<file path="src/rtl/evmon_pkg.sv">
// Shared encodings and default geometry for the dual-counter event monitor.
package evmon_pkg;
    localparam int EVM_CNT_W   = 32;
    localparam int EVM_SEL_W   = 6;
    localparam int EVM_LO_LSB  = 4;
    localparam int EVM_UP_LSB  = 11;
    localparam int EVM_PARK_LO = 8'h14;
    localparam int EVM_PARK_UP = 8'h1C;

    // Event codes decoded by the selectors
    localparam int EVC_CYCLE = 0;
    localparam int EVC_INSTR = 1;
    localparam int EVC_CACHE = 9;

    // Control register bit positions
    localparam int CB_IRQ_EN = 0;
    localparam int CB_USER   = 1;
    localparam int CB_SUPER  = 2;
    localparam int CB_HYPER  = 3;

    typedef enum logic [1:0] {
        ADR_CTRL = 2'd0,
        ADR_CNT  = 2'd1,
        ADR_STAT = 2'd2,
        ADR_NONE = 2'd3
    } evm_addr_e;

    typedef enum logic [1:0] {
        PRV_USER  = 2'd0,
        PRV_SUPER = 2'd1,
        PRV_HYPER = 2'd2,
        PRV_IDLE  = 2'd3
    } evm_priv_e;
endpackage

</file>
<file path="src/rtl/evmon_ctrl.sv">
// Control register: interrupt enable, three shared context enables and two
// event-select fields. Assumes the caller decodes the address and presents
// only the write-data slices that map to real fields.
module evmon_ctrl #(
    parameter int SEL_W   = 6,
    parameter int PARK_LO = 8'h14,
    parameter int PARK_UP = 8'h1C
) (
    input  logic             clk,
    input  logic             rst_n,
    input  logic             we,
    input  logic [3:0]       wr_flags,
    input  logic [SEL_W-1:0] wr_sel_lo,
    input  logic [SEL_W-1:0] wr_sel_up,
    output logic             irq_en,
    output logic [2:0]       ctx_en,
    output logic [SEL_W-1:0] sel_lo,
    output logic [SEL_W-1:0] sel_up
);
    // Store fields; reset parks both counters with every enable off
    always_ff @(posedge clk) begin
        if (!rst_n) begin
            irq_en <= 1'b0;
            ctx_en <= '0;
            sel_lo <= SEL_W'(PARK_LO);
            sel_up <= SEL_W'(PARK_UP);
        end else if (we) begin
            irq_en <= wr_flags[0];
            ctx_en <= wr_flags[3:1];
            sel_lo <= wr_sel_lo;
            sel_up <= wr_sel_up;
        end
    end
endmodule

</file>
<file path="src/rtl/evmon_counter.sv">
// One event counter with its own event selector. IS_UPPER picks which cache
// strobe code 0x09 maps to and which park code applies. Assumes ctx_ok is
// already the privilege gate for this cycle. A write overrides an increment.
module evmon_counter #(
    parameter int CNT_W     = 32,
    parameter int SEL_W     = 6,
    parameter bit IS_UPPER  = 1'b0,
    parameter int PARK_CODE = 8'h14
) (
    input  logic             clk,
    input  logic             rst_n,
    input  logic [SEL_W-1:0] sel,
    input  logic             ctx_ok,
    input  logic             ev_cycle,
    input  logic             ev_instr,
    input  logic             ev_cache_ref,
    input  logic             ev_cache_miss,
    input  logic             ev_marker_nop,
    input  logic             wr_en,
    input  logic [CNT_W-1:0] wr_val,
    output logic [CNT_W-1:0] cnt_q,
    output logic             wrap
);
    import evmon_pkg::*;

    localparam logic [CNT_W-1:0] CNT_MAX = '1;

    logic ev_sel;
    logic inc;

    // Select the strobe named by the event code
    always_comb begin
        if (sel == SEL_W'(EVC_CYCLE))      ev_sel = ev_cycle;
        else if (sel == SEL_W'(EVC_INSTR)) ev_sel = ev_instr;
        else if (sel == SEL_W'(EVC_CACHE)) ev_sel = IS_UPPER ? ev_cache_miss : ev_cache_ref;
        else if (sel == SEL_W'(PARK_CODE)) ev_sel = ev_marker_nop;
        else                               ev_sel = 1'b0;
    end

    assign inc  = ev_sel & ctx_ok;
    assign wrap = inc & ~wr_en & (cnt_q == CNT_MAX);

    // Counter register: write wins, else step by one on a gated event
    always_ff @(posedge clk) begin
        if (!rst_n)      cnt_q <= '0;
        else if (wr_en)  cnt_q <= wr_val;
        else if (inc)    cnt_q <= cnt_q + 1'b1;
    end

    // never more than one step per clock without a write
    a_r8_single_step: assert property (@(posedge clk) disable iff (!rst_n)
        !wr_en |=> (cnt_q == $past(cnt_q) || cnt_q == CNT_W'($past(cnt_q) + 1'b1)));

    // a closed privilege gate freezes the count
    a_r6_gate_holds: assert property (@(posedge clk) disable iff (!rst_n)
        (!ctx_ok && !wr_en) |=> $stable(cnt_q));

    // a write lands regardless of events
    a_r3_write_wins: assert property (@(posedge clk) disable iff (!rst_n)
        wr_en |=> cnt_q == $past(wr_val));
endmodule

</file>
<file path="src/rtl/evmon_irq.sv">
// Sticky overflow flags with write-one-to-clear and the interrupt line.
// Assumes set pulses last one cycle; a set beats a clear in the same cycle.
module evmon_irq #(
    parameter int N = 2
) (
    input  logic         clk,
    input  logic         rst_n,
    input  logic [N-1:0] set_i,
    input  logic         clr_we,
    input  logic [N-1:0] clr_mask,
    input  logic         irq_en,
    output logic [N-1:0] flags_q,
    output logic         irq_o
);
    // Update flags: clear requested bits, then OR in new wraps
    always_ff @(posedge clk) begin
        if (!rst_n) flags_q <= '0;
        else        flags_q <= (flags_q & ~(clr_we ? clr_mask : '0)) | set_i;
    end

    // Interrupt when enabled and any flag is pending
    assign irq_o = irq_en & (|flags_q);

    // a flag only rises after a wrap pulse
    a_r9_no_spurious_flag: assert property (@(posedge clk) disable iff (!rst_n)
        (set_i == '0) |=> ((flags_q & ~$past(flags_q)) == '0));

    // a flag persists unless cleared
    a_r10_sticky: assert property (@(posedge clk) disable iff (!rst_n)
        !clr_we |=> ((flags_q & $past(flags_q)) == $past(flags_q)));
endmodule

</file>
<file path="src/rtl/evmon_top.sv">
// Dual-counter event monitor: control register, two gated event counters in
// one 64-bit register, sticky overflow flags and interrupt. Assumes one
// register access per cycle; reads are combinational on reg_addr.
module evmon_top
    import evmon_pkg::*;
#(
    parameter int CNT_W   = EVM_CNT_W,
    parameter int SEL_W   = EVM_SEL_W,
    parameter int LO_LSB  = EVM_LO_LSB,
    parameter int UP_LSB  = EVM_UP_LSB,
    parameter int PARK_LO = EVM_PARK_LO,
    parameter int PARK_UP = EVM_PARK_UP
) (
    input  logic               clk,
    input  logic               rst_n,
    input  logic               reg_we,
    input  logic [1:0]         reg_addr,
    input  logic [2*CNT_W-1:0] reg_wdata,
    output logic [2*CNT_W-1:0] reg_rdata,
    input  logic [1:0]         priv_lvl,
    input  logic               ev_cycle,
    input  logic               ev_instr,
    input  logic               ev_cache_ref,
    input  logic               ev_cache_miss,
    input  logic               ev_marker_nop,
    output logic               ovf_irq
);
    localparam int DATA_W = 2 * CNT_W;
    localparam int CTRL_W = UP_LSB + SEL_W;
    localparam logic [CNT_W-1:0] CNT_MAX = '1;

    logic             ctrl_we, cnt_we, stat_we;
    logic             irq_en;
    logic [2:0]       ctx_en;
    logic [SEL_W-1:0] sel_lo, sel_up;
    logic             ctx_ok;
    logic [CNT_W-1:0] cnt_val [2];
    logic [1:0]       wrap;
    logic [1:0]       flags;
    logic [CTRL_W-1:0] ctrl_word;

    // Decode register writes
    assign ctrl_we = reg_we && (reg_addr == ADR_CTRL);
    assign cnt_we  = reg_we && (reg_addr == ADR_CNT);
    assign stat_we = reg_we && (reg_addr == ADR_STAT);

    evmon_ctrl #(.SEL_W(SEL_W), .PARK_LO(PARK_LO), .PARK_UP(PARK_UP)) u_ctrl (
        .clk      (clk),
        .rst_n    (rst_n),
        .we       (ctrl_we),
        .wr_flags (reg_wdata[3:0]),
        .wr_sel_lo(reg_wdata[LO_LSB +: SEL_W]),
        .wr_sel_up(reg_wdata[UP_LSB +: SEL_W]),
        .irq_en   (irq_en),
        .ctx_en   (ctx_en),
        .sel_lo   (sel_lo),
        .sel_up   (sel_up)
    );

    // Shared privilege gate for both counters
    always_comb begin
        case (priv_lvl)
            PRV_USER:  ctx_ok = ctx_en[CB_USER-1];
            PRV_SUPER: ctx_ok = ctx_en[CB_SUPER-1];
            PRV_HYPER: ctx_ok = ctx_en[CB_HYPER-1];
            default:   ctx_ok = 1'b0;
        endcase
    end

    // Index 0 is the lower half, index 1 the upper half
    for (genvar g = 0; g < 2; g++) begin : g_cnt
        evmon_counter #(
            .CNT_W    (CNT_W),
            .SEL_W    (SEL_W),
            .IS_UPPER (g == 1),
            .PARK_CODE(g == 1 ? PARK_UP : PARK_LO)
        ) u_cnt (
            .clk          (clk),
            .rst_n        (rst_n),
            .sel          (g == 1 ? sel_up : sel_lo),
            .ctx_ok       (ctx_ok),
            .ev_cycle     (ev_cycle),
            .ev_instr     (ev_instr),
            .ev_cache_ref (ev_cache_ref),
            .ev_cache_miss(ev_cache_miss),
            .ev_marker_nop(ev_marker_nop),
            .wr_en        (cnt_we),
            .wr_val       (reg_wdata[g*CNT_W +: CNT_W]),
            .cnt_q        (cnt_val[g]),
            .wrap         (wrap[g])
        );
    end

    evmon_irq #(.N(2)) u_irq (
        .clk     (clk),
        .rst_n   (rst_n),
        .set_i   (wrap),
        .clr_we  (stat_we),
        .clr_mask(reg_wdata[1:0]),
        .irq_en  (irq_en),
        .flags_q (flags),
        .irq_o   (ovf_irq)
    );

    // Assemble the control word; gap bits between fields read zero
    always_comb begin
        ctrl_word = '0;
        ctrl_word[CB_IRQ_EN]         = irq_en;
        ctrl_word[CB_HYPER:CB_USER]  = ctx_en;
        ctrl_word[LO_LSB +: SEL_W]   = sel_lo;
        ctrl_word[UP_LSB +: SEL_W]   = sel_up;
    end

    // Read multiplexer
    always_comb begin
        case (reg_addr)
            ADR_CTRL: reg_rdata = DATA_W'(ctrl_word);
            ADR_CNT:  reg_rdata = {cnt_val[1], cnt_val[0]};
            ADR_STAT: reg_rdata = DATA_W'(flags);
            default:  reg_rdata = '0;
        endcase
    end

    // lower counter leaving all-ones without a write must flag
    a_r9_lo_wrap_flags: assert property (@(posedge clk) disable iff (!rst_n)
        (cnt_val[0] == CNT_MAX && !cnt_we) |=> (cnt_val[0] == CNT_MAX || flags[0]));

    // same for the upper counter
    a_r9_up_wrap_flags: assert property (@(posedge clk) disable iff (!rst_n)
        (cnt_val[1] == CNT_MAX && !cnt_we) |=> (cnt_val[1] == CNT_MAX || flags[1]));
endmodule

</file>
<file path="config.mk">
export PLATFORM = sky130hd
export DESIGN_NAME = evmon_top
export DESIGN_NICKNAME = d
export VERILOG_FILES = /design/src/rtl/evmon_pkg.sv /design/src/rtl/evmon_ctrl.sv /design/src/rtl/evmon_counter.sv /design/src/rtl/evmon_irq.sv /design/src/rtl/evmon_top.sv
export SDC_FILE = /design/constraint.sdc
export NUM_CORES = 1
export LEC_CHECK = 0
export ABC_AREA = 1
export BUFFER_PORTS_ARGS = -buffer_cell sky130_fd_sc_hd__clkbuf_2
export CAP_MARGIN = 10
export CELL_PAD_IN_SITES_DETAIL_PLACEMENT = 0
export CELL_PAD_IN_SITES_GLOBAL_PLACEMENT = 1
export CORE_UTILIZATION = 38
export CTS_BUF_LIST = sky130_fd_sc_hd__clkbuf_8
export DETAILED_ROUTE_END_ITERATION = 10
export GPL_TIMING_DRIVEN = 0
export PLACE_DENSITY = 0.82
export SYNTH_ARGS = -nofsm -noshare
export SYNTH_HDL_FRONTEND = slang
export SYNTH_SLANG_ARGS = --single-unit
</file>
<file path="constraint.sdc">
create_clock -name clk -period 2.2 [get_ports clk]
set_input_delay 0.22 -clock clk [delete_from_list [all_inputs] [get_ports clk]]
set_output_delay 0.22 -clock clk [all_outputs]
set_load 0.02 [all_outputs]
</file>
==> summary.txt, run 1 <==
Setup path
  • Worst path cell trace: ha_1, nand3_2, nor2_4, nand2_1, clkinv_1, nand3_1, nor2_1, and3_1, nor2_1
  • Largest delay share family, worst path: simple AND/OR/NAND/NOR gates
  • Req. time, crit path: around 2.5 ns
  • CP dominant cell by count: nor2_1
  • Kind of critical path: register to register
  • Max stage delay on crit path: 0.46 ns
  • Worst path bufs/invs: 1
  • Critical-path top delay cell: dfxtp_1
  • Startpoint types: register
  • Worst Path Arrival: between 2 and 2.5 ns
  • Critical-path maximum fanout: 6
  • Crit path capture type: register

Die
  • Starting Density: 0.391
  • Die height: roughly 130 um
  • Site row count: 46
  • Ports: about 140
  • Area of the core: 16000 um2
  • Die W: about 130 um
  • Die ar.: approximately 17000 um2

Logic synthesis
  • Avg Cell Area, Syn: roughly 5.6 um2
  • Cell Area, Synth: between 6000 and 7000 um2
  • Async SR Flop Fraction: 0
  • Synth Register Bits: between 80 and 90
  • Synthesized instance count: roughly 1100
  • Sequential area share after synthesis: 0.262
  • Dominant synthesized flop cell: dfxtp_1
  • Area share of the largest cell type after synthesis: 0.262
  • Post-Syn Nets: ~1200
  • YS warnings: 0
  • Number of synthesized flops with an enable pin: 0
  • Synth area leader: dfxtp_1
  • Count of cell types in the netlist: 39
  • Main area contributors after synthesis: dfxtp_1 26%, nand2_1 22%, nor2_1 13%

Global route
  • Global-route wire length before repair: 36400 um
  • GRT overflow: 0
  • Total track usage: 0.288
  • Number of global-route vias before repair: between 6000 and 7000
  • Pin count of the biggest net entering global routing: 15
  • Initial antenna violation count: 0

Timing
  • Highest clock rate: between 500 and 600 MHz
  • Min setup slack post-route: between 0.2 and 0.25 ns
  • Setup TNS: 0 ns
  • Max transition margin: 0.321
  • Fin crit share: 0.901
  • Max-slew violations: 0
  • Clock period minus worst slack: slightly below 2 ns
  • Clk_skew: approximately 0.012 ns
  • Final hold vios: 0
  • Final setup viols: 0
  • RSZ-0062 raised after global routing: no
  • Worst-Margin Slew: approximately 1.0 ns

CTS
  • CTS Buf Count: 9
  • CTS tree: done
  • Clk sink count: roughly 80
  • H-tree depth: 3
  • Clk_lat worst skew: just under 0.4 ns
  • CTS clk-pin slew, worst paths: 0.09 ns
  • Clk buf depth: 2
  • Clock root buffer: clkbuf_8

Layout
  • Final Net Count: about 1400
  • Filler cells: approximately 1900
  • Fraction of layout cells with a size suffix above 1: 0.178
  • Layout area overhead: 19.2%
  • ANT cells: 0

Drt
  • Initial DRC count: 615
  • Drc violations: 0
  • DR vias: about 7400
  • WL/cell: ~16 um
  • Drt pass-1 iters: 5
  • Detailed Route WL: between 20000 and 25000 um
  • ANT nets after route: 0
  • Via density: roughly 5

Pwr
  • Pwr/cell area: ~480 nW/um2
  • Max VDD drop: approximately 0.28 mV
  • Pleak: around 3.2 nW
  • Power consumption: 3.55 mW

Placed design
  • Port Buf Inserts: around 140
  • GP Congestion: ~0.99
  • DP HPWL: ~18000 um
  • Setup WS pre-CTS: around 0.16 ns

Run
  • Max Cap Violations: 0

Outcome
  • Status: finished clean

Min path
  • HP Class: input port to register
==> cells in the mapped netlist (3+ instances only) <==
cell / number
nand3_1: 125
o21ai_0: 50
nor2_2: 11
o21ai_1: 3
inv_2: 7
a21oi_1: 41
o211ai_1: 4
or2_0: 3
xor2_1: 14
or2_1: 3
clkbuf_1: 9
nor2_1: 221
inv_1: 112
nand3_2: 3
o31ai_1: 3
nand4_1: 3
nand2_2: 5
buf_2: 18
buf_4: 9
dfxtp_1: 82
nand2_1: 367
or2_2: 7
==> registers in the layout (all words and copies together), names as in the netlist <==
register,flops
u_ctrl.irq_en,1
g_cnt.u_cnt.cnt_q,64
u_ctrl.ctx_en,3
u_ctrl.sel_up,6
u_irq.flags_q,2
u_ctrl.sel_lo,6
==> where the power goes <==
part           switching, mW  internal [mW]  total, mW
clock                  0.649          0.672       1.32
combinational          0.400          0.210      0.610
sequential            0.0714           1.54       1.62
==> layer usage <==
layer	track usage	wire [um]	vias to the layer above
met5	0	0	-
met4	0.124	854	0
met3	0.0459	1290	53
met2	0.500	11400	242
met1	0.351	10000	3334
li1	-	-	3803
==> through the flow <==
stage	instance area [um2]	hold slack (ns)	utilization	std cells
6_report	7460	0.0567	0.466	1498
3_5_place_dp	7220	0.458	0.451	1482
5_1_grt	7460	0.0616	0.466	1498
4_1_cts	7450	0.0439	0.466	1498
2_1_floorplan	6260	0.333	-	1127
3_3_place_gp	7220	0.458	0.451	1482
==> worst min-delay path, stage by stage <==
cell      delay (ns)
clkbuf_2        0.10
nand2_1         0.05
nand3_1         0.05
==> kinds of logic after synthesis <==
logic type               count (synthesis)  share of synthesized area
adder cells (fa/ha/maj)                  2                    0.00400
AND/OR/NAND/NOR                        760                      0.512
buffers and inverters                  161                      0.108
flip-flops                              82                      0.262
AO/OA/AOI/OAI                          107                     0.0920
XOR/XNOR                                15                     0.0210
==> cells in the final DEF, fill, tap and decap left out, types with 9 or more instances in the layout <==
master and instances:
buf_2 18, inv_1 112, nand2_1 367, clkbuf_8 10, dfxtp_1 82, a21oi_1 41
clkbuf_1 9, nand3_1 125, clkbuf_2 139, nor2_2 10, nor2_1 221, buf_4 9
xor2_1 14, o21ai_0 50
==> path summary, 6_finish.rpt <==
path	start	endpoint	slack [ns]	cells after the start
max	g_cnt[1].u_cnt.cnt_q[0]	g_cnt[1].u_cnt.cnt_q[16]	0.22	9
min	reg_wdata[13]	u_ctrl.sel_up[2]	0.06	3
max reg2reg	g_cnt[1].u_cnt.cnt_q[0]	g_cnt[1].u_cnt.cnt_q[16]	0.22	9
min reg2reg	g_cnt[1].u_cnt.cnt_q[31]	g_cnt[1].u_cnt.cnt_q[31]	0.49	2
==> timing repair <==
action                                  in CTS  in global routing
endpoints found under the setup margin       0                  1
resized for setup                            0                  1
hold buffers                                 0                  0
buffers inserted                             0                  0
==> final cells by class <==
cell class / instances / area, um2 / share of cell area
Tap cell: 216 / 270 / 0.0362
Clock buffer: 10 / 138 / 0.0185
Multi-Input combinational cell: 884 / 3940 / 0.529
Clock inverter: 6 / 90.1 / 0.0121
Buffer: 40 / 221 / 0.0297
Inverter: 121 / 457 / 0.0613
Sequential cell: 82 / 1640 / 0.220
Timing Repair Buffer: 139 / 696 / 0.0933
Note: power is estimated with default switching activity, not from simulation.
==> run 2: changes to the inputs <==
Settings changed: CORE_UTILIZATION 38 to 40, PLACE_DENSITY 0.82 to 0.86.
Clock period 2.2 ns to 2.6 ns, I/O delays scaled along.
==> run 2 against run 1 <==
- sequential cell count is the same
- clock power down 29%
- sequential power down 15%
- core utilization grew 1.9 points
- final area shrank 0.74%
- non-clock buffer count unchanged
- combinational power is 15% lower
- total power shrank 20%
- critical endpoint unchanged
- largest cell class unchanged
- highest routed layer unchanged
==> summary.txt, run 2 (synthesis gave the netlist of run 1 again) <==
Die
  • Area of the core: 15300 um2 (-4.6%)
  • Die ar.: 16100 um2 (-4.9%)
  • Site row count: 45 (-2.2%)
  • Ports: 141 (unchanged)
  • Die height: 127 um (-2.5%)
  • Starting Density: 0.410 (+0.0190)
  • Die W: 127 um (-2.5%)

CTS
  • CTS Buf Count: 9 (unchanged)
  • CTS clk-pin slew, worst paths: 0.10 ns (about the same)
  • Clk_lat worst skew: 0.39 ns (about the same)
  • Hold_buf cts: 0 (unchanged)
  • Clk sink count: 82 (unchanged)
  • H-tree depth: 3 (unchanged)
  • Clock root buffer: clkbuf_8
  • Post-CTS sizing: 0 (unchanged)
  • CTS tree: done
  • Postcts setup bufs: 0 (unchanged)
  • Clk buf depth: 2 (unchanged)

Drt
  • Via density: 4.99 (+0.50%)
  • Detailed Route WL: 23500 um (about the same)
  • DR vias: 7444 (+0.16%)
  • Drc violations: 0 (unchanged)
  • WL/cell: 15.8 um (+0.36%)
  • ANT nets after route: 0 (unchanged)
  • Initial DRC count: 427 (-31%)
  • Drt pass-1 iters: 5 (unchanged)

Setup path
  • Worst path cell trace: ha_1, nand3_2, nor2_2, nand2_1, clkinv_1, nand3_1, nor2_1, and3_1, nor2_1
  • CP dominant cell by count: nor2_1
  • Critical-path maximum fanout: 6 (unchanged)
  • Reg-to-reg startpoint: g_cnt[1].u_cnt.cnt_q[0]
  • Startpoint types: register
  • Reg2reg end: g_cnt[1].u_cnt.cnt_q[16]
  • R2r worst-path depth: 9 (unchanged)
  • Max stage delay on crit path: 0.45 ns (about the same)
  • Largest delay share family, worst path: simple AND/OR/NAND/NOR gates
  • Crit path capture type: register
  • Req. time, crit path: 2.89 ns (+0.41 ns)
  • Worst path bufs/invs: 1 (unchanged)
  • Kind of critical path: register to register
  • Worst Path Arrival: 2.35 ns (+0.08 ns)
  • R2R setup slack: 0.53 ns (+0.32 ns)
  • Critical-path top delay cell: dfxtp_1

Placed design
  • DP HPWL: 18400 um (-0.20%)
  • Port Buf Inserts: 139 (unchanged)
  • GP Congestion: 0.968 (-1.8%)

Timing
  • Max transition margin: 0.297 (-0.0238)
  • Final setup viols: 0 (unchanged)
  • Fin crit share: 0.795 (-0.107)
  • Clock period minus worst slack: 2.07 ns (+0.0833 ns)
  • Highest clock rate: 484 MHz (-4.0%)
  • Final hold vios: 0 (unchanged)
  • Max-slew violations: 0 (unchanged)
  • Setup TNS: 0 ns (unchanged)
  • Worst-Margin Slew: 1.05 ns (+0.0357 ns)
  • Clk_skew: 0.0189 ns (+0.00669 ns)
  • RSZ-0062 raised after global routing: no

Layout
  • Most frequent cells in the layout: 367 x nand2_1, 221 x nor2_1, 139 x clkbuf_2
  • ANT cells: 0 (unchanged)
  • Final Net Count: 1355 (unchanged)
  • Commonest non-fill, non-tap cell in the layout: nand2_1
  • Layout area overhead: 18.3%
  • Filler cells: 1750 (-6.9%)
  • Largest regs: g_cnt.u_cnt.cnt_q (64), u_ctrl.sel_lo (6), u_ctrl.sel_up (6)
  • Max reg flops: 64 (unchanged)
  • Top reg by flops: g_cnt.u_cnt.cnt_q
  • Final Util: 0.485 (+0.0191)
  • Fraction of layout cells with a size suffix above 1: 0.178 (unchanged)

Min path
  • Hold_sp: reg_wdata[13]
  • HP Class: input port to register
  • Hold Path End: u_ctrl.sel_up[2]
  • Hold Path Stages: 3 (unchanged)

Global route
  • Initial antenna violation count: 0 (unchanged)
  • Pin count of the biggest net entering global routing: 16 (+1)
  • GRT overflow: 0 (unchanged)
  • Global-route wire length before repair: 36400 um (about the same)
  • Number of global-route vias before repair: 6763 (-2.3%)
  • Total track usage: 0.298 (+0.00995)

Outcome
  • Status: finished clean

Pwr
  • Pwr/cell area: 381 nW/um2 (-20%)
  • Power consumption: 2.82 mW (-20%)
  • Pleak: 3.20 nW (-0.71%)
  • Max VDD drop: 0.287 mV (+3.4%)

Run
  • Max Cap Violations: 0 (unchanged)
## run 2: area by class of cell
class / instances / area (um2) / share of cell area
clock inverters: 6 / 46.3 / 0.00626
clock buffers: 10 / 138 / 0.0186
repair buffers: 139 / 696 / 0.0940
multi-input cells: 884 / 3940 / 0.532
inverters: 121 / 457 / 0.0617
plain buffers: 40 / 221 / 0.0299
well taps: 211 / 264 / 0.0357
flip-flops and latches: 82 / 1640 / 0.222
## run 2: worst max-delay path by stage
| stage | startpoint | to | slack [ns] | cells after the start |
|---|---|---|---|---|
| detailed placement | reg_addr[0] | reg_rdata[3] | 0.56 | 7 |
| floorplan | g_cnt[1].u_cnt.cnt_q[0] | g_cnt[1].u_cnt.cnt_q[16] | 1.08 | 9 |
| CTS | reg_addr[0] | reg_rdata[3] | 0.56 | 7 |
| global placement | reg_addr[0] | reg_rdata[3] | 0.55 | 7 |
| finish | g_cnt[1].u_cnt.cnt_q[0] | g_cnt[1].u_cnt.cnt_q[16] | 0.53 | 9 |
| global route | g_cnt[1].u_cnt.cnt_q[0] | g_cnt[1].u_cnt.cnt_q[16] | 0.43 | 9 |
## run 2: layer usage
| layer | global-route usage | wire [um] | vias to the layer above |
|---|---|---|---|
| met1 | 0.353 | 10000 | 3358 |
| met3 | 0.0503 | 1120 | 49 |
| met5 | 0 | 0 | - |
| met2 | 0.532 | 11600 | 229 |
| met4 | 0.125 | 838 | 0 |
| li1 | - | - | 3808 |
## run 2: tightest hold or removal path, stage by stage
cell	delay [ns]
clkbuf_2	0.10
nand2_1	0.05
nand3_1	0.05
## run 2: metrics by stage
step           std cells  worst slack, ns  instance area (um2)  hold WS [ns]
5_1_grt             1493            0.427                 7400        0.0995
3_5_place_dp        1477            0.562                 7220         0.482
2_1_floorplan       1127             1.08                 6260         0.373
6_report            1493            0.534                 7400        0.0987
3_3_place_gp        1477            0.553                 7220         0.475
4_1_cts             1493            0.559                 7400        0.0916
## run 2: power breakdown
part           internal, mW  switching (mW)  total (mW)
Clock                 0.382           0.555       0.937
Sequential             1.31          0.0602        1.37
Combinational         0.177           0.339       0.517
==> run 3: changes to the inputs <==
Settings changed: CORE_UTILIZATION 40 to 34, PLACE_DENSITY 0.86 to 0.77.
Clock period 2.6 ns to 1.7 ns, I/O delays scaled along.
==> run 3 against run 2 <==
- die area rose by 17%
- total power up 54%
- clock skew down 0.0053 ns
- fmax up 28%
- sequential cell count stayed put
- combinational power up 62%
- clock power rose by 52%
- critical path depth unchanged
- hold slack got worse by 0.080 ns
- via count shrank 0.44%
- count of clock-buffer cells in the layout down 1
- wire length up 4.8%
- critical endpoint is now g_cnt[1].u_cnt.cnt_q[27]
==> summary.txt, run 3 (synthesis gave the netlist of run 1 again) <==
Die
  • Die ar.: 19000 um2 (+17%)
  • Die height: 138 um (+8.3%)
  • Starting Density: 0.347 (-0.0629)
  • Ports: 141 (unchanged)
  • Die W: 138 um (+8.3%)
  • Area of the core: 18000 um2 (+18%)
  • Site row count: 49 (+8.9%)

Placed design
  • GP Congestion: 0.927 (-4.3%)
  • Post-DP Area: 7240 um2 (+0.31%)
  • Setup WS pre-CTS: -0.331 ns (-0.893 ns)
  • DP HPWL: 19500 um (+5.8%)
  • Port Buf Inserts: 139 (unchanged)

Min path
  • Hold Path End: u_ctrl.sel_up[2]
  • Hold Path Stages: 3 (unchanged)
  • Hold_sp: reg_wdata[13]
  • HP Class: input port to register

Timing
  • Final hold slack: 0.0186 ns (-0.0801 ns)
  • Fin crit share: 0.953 (+0.158)
  • Setup TNS: 0 ns (unchanged)
  • Clock period minus worst slack: 1.62 ns (-0.446 ns)
  • RSZ-0062 raised after global routing: yes
  • Highest clock rate: 617 MHz (+28%)
  • Min setup slack post-route: 0.0801 ns (-0.454 ns)
  • Clk_skew: 0.0136 ns (-0.00528 ns)
  • Max transition margin: 0.520 (+0.223)
  • Worst-Margin Slew: 0.720 ns (-0.334 ns)
  • Final setup viols: 0 (unchanged)
  • Max-slew violations: 0 (unchanged)
  • Final hold vios: 0 (unchanged)

Drt
  • Initial DRC count: 416 (-2.6%)
  • Detailed Route WL: 24700 um (+4.8%)
  • Drt pass-1 iters: 6 (+1)
  • ANT nets after route: 0 (unchanged)
  • Max Used Layer: met4
  • DR vias: 7411 (-0.44%)
  • Met2 WL post-DR: 12100 um (+4.7%)
  • Via density: 4.86 (-2.5%)
  • WL/cell: 16.2 um (+2.7%)
  • WL met1: 10900 um (+9.3%)
  • Met3 routed WL: 1070 um (-4.9%)
  • Drc violations: 0 (unchanged)

CTS
  • Clock root buffer: clkbuf_8
  • CTS clk-pin slew, worst paths: 0.10 ns (about the same)
  • CTS tree: done
  • Hold_buf cts: 0 (unchanged)
  • Clk sink count: 82 (unchanged)
  • Clk buf depth: 2 (unchanged)
  • Clk_lat worst skew: 0.39 ns (about the same)
  • H-tree depth: 3 (unchanged)
  • CTS Buf Count: 9 (unchanged)

Setup path
  • Reg2reg end: g_cnt[1].u_cnt.cnt_q[27]
  • Crit path capture type: register
  • Kind of critical path: register to register
  • Reg-to-reg startpoint: u_ctrl.sel_up[3]
  • Req. time, crit path: 1.95 ns (-0.94 ns)
  • R2r worst-path depth: 9 (unchanged)
  • Startpoint types: register
  • Critical-path maximum fanout: 10 (+4)
  • Worst Path Arrival: 1.87 ns (-0.48 ns)
  • R2R setup slack: 0.08 ns (-0.45 ns)

Pwr
  • Max VDD drop: 0.325 mV (+13%)
  • Pwr/cell area: 559 nW/um2 (+47%)
  • Power consumption: 4.35 mW (+54%)
  • Pleak: 3.31 nW (+3.2%)

Layout
  • Area of the multi-input gates: 4150 um2 (+5.3%)
  • Commonest non-fill, non-tap cell in the layout: nand2_1
  • Most frequent cells in the layout: 362 x nand2_1, 205 x nor2_1, 141 x clkbuf_2
  • Fraction of layout cells with a size suffix above 1: 0.229 (+0.0515)
  • Layout area overhead: 24.4%
  • Filler cells: 2056 (+17%)
  • ANT cells: 0 (unchanged)
  • Final Net Count: 1368 (+0.96%)
  • Top reg by flops: g_cnt.u_cnt.cnt_q
  • Largest regs: g_cnt.u_cnt.cnt_q (64), u_ctrl.sel_lo (6), u_ctrl.sel_up (6)
  • Max reg flops: 64 (unchanged)
  • Final instance area: 7790 um2 (+5.2%)
  • Register Area: 1680 um2 (+2.3%)

Global route
  • Global-route wire length before repair: 37200 um (+2.1%)
  • GRT overflow: 0 (unchanged)
  • Total track usage: 0.266 (-0.0326)
  • Initial antenna violation count: 0 (unchanged)
  • Number of global-route vias before repair: 6729 (-0.50%)
  • Pin count of the biggest net entering global routing: 16 (unchanged)

Outcome
  • Status: finished clean

Run
  • Max Cap Violations: 0 (unchanged)
## run 3: changes by cell type in the layout (fill, tap and decap cells not counted), moves of 4 or more
| cell | before | now |
|---|---|---|
| dfxtp_1 | 82 | 58 |
| dfxtp_2 | 0 | 21 |
| buf_4 | 9 | 25 |
| nor2_1 | 221 | 205 |
| nor2_4 | 2 | 14 |
| buf_2 | 18 | 13 |
| nand2_1 | 367 | 362 |
| nand3_1 | 125 | 121 |
| nand3_4 | 0 | 4 |
| nor2_2 | 11 | 15 |
## run 3: timing repair
action | in CTS | in global routing
buffers inserted | 8 | 5
setup endpoints to repair | 84 | 84
cloned | 0 | 0
pin swaps | 7 | 7
resized for setup | 29 | 61
## run 3: worst max path at each step
| stage | from | to | slack, ns | cells past startpoint |
|---|---|---|---|---|
| after floorplan | g_cnt[1].u_cnt.cnt_q[0] | g_cnt[1].u_cnt.cnt_q[16] | 0.18 | 9 |
| after global placement | g_cnt[1].u_cnt.cnt_q[0] | g_cnt[1].u_cnt.cnt_q[16] | -0.33 | 9 |
| after global routing | g_cnt[0].u_cnt.cnt_q[0] | g_cnt[0].u_cnt.cnt_q[24] | -0.02 | 12 |
| after detailed placement | g_cnt[1].u_cnt.cnt_q[0] | g_cnt[1].u_cnt.cnt_q[16] | -0.33 | 9 |
| final | u_ctrl.sel_up[3] | g_cnt[1].u_cnt.cnt_q[27] | 0.08 | 9 |
| after CTS | g_cnt[0].u_cnt.cnt_q[2] | g_cnt[0].u_cnt.cnt_q[31] | -0.02 | 11 |
## run 3: layout make-up
cell class                 instances  area share
multi-input combinational        884       0.533
sequential                        82       0.216
timing repair buffer             152       0.102
inverter                         121      0.0590
tap                              229      0.0368
buffer                            40      0.0313
clock buffer                       9      0.0159
clock inverter                     7     0.00675
## run 3: worst max-delay path: stages (launching register included)
cell and delay, ns:
dfxtp_2 0.36, a21oi_1 0.14, nand2_1 0.11, a21oi_4 0.23, nand2_4 0.11, nand2_8 0.11
inv_2 0.09, buf_4 0.19, nand2_1 0.07, a21oi_1 0.06
## run 3: layer usage
layer	track usage	up-vias
li1	-	3845
met1	0.332	3335
met2	0.468	202
met3	0.0412	29
met4	0.0714	0
met5	0	-
## run 3: where the power goes
group / internal [mW] / switching (mW) / leakage [nW]
Clock: 0.545 / 0.874 / 0.0904
Combinational: 0.298 / 0.537 / 2.54
Sequential: 2.00 / 0.0999 / 0.678
## run 3: per-stage QoR
stage,utilization,instances
floorplan,-,1127
global placement,0.402,1495
detailed placement,0.402,1495
CTS,0.421,1519
global route,0.432,1524
finish,0.432,1524
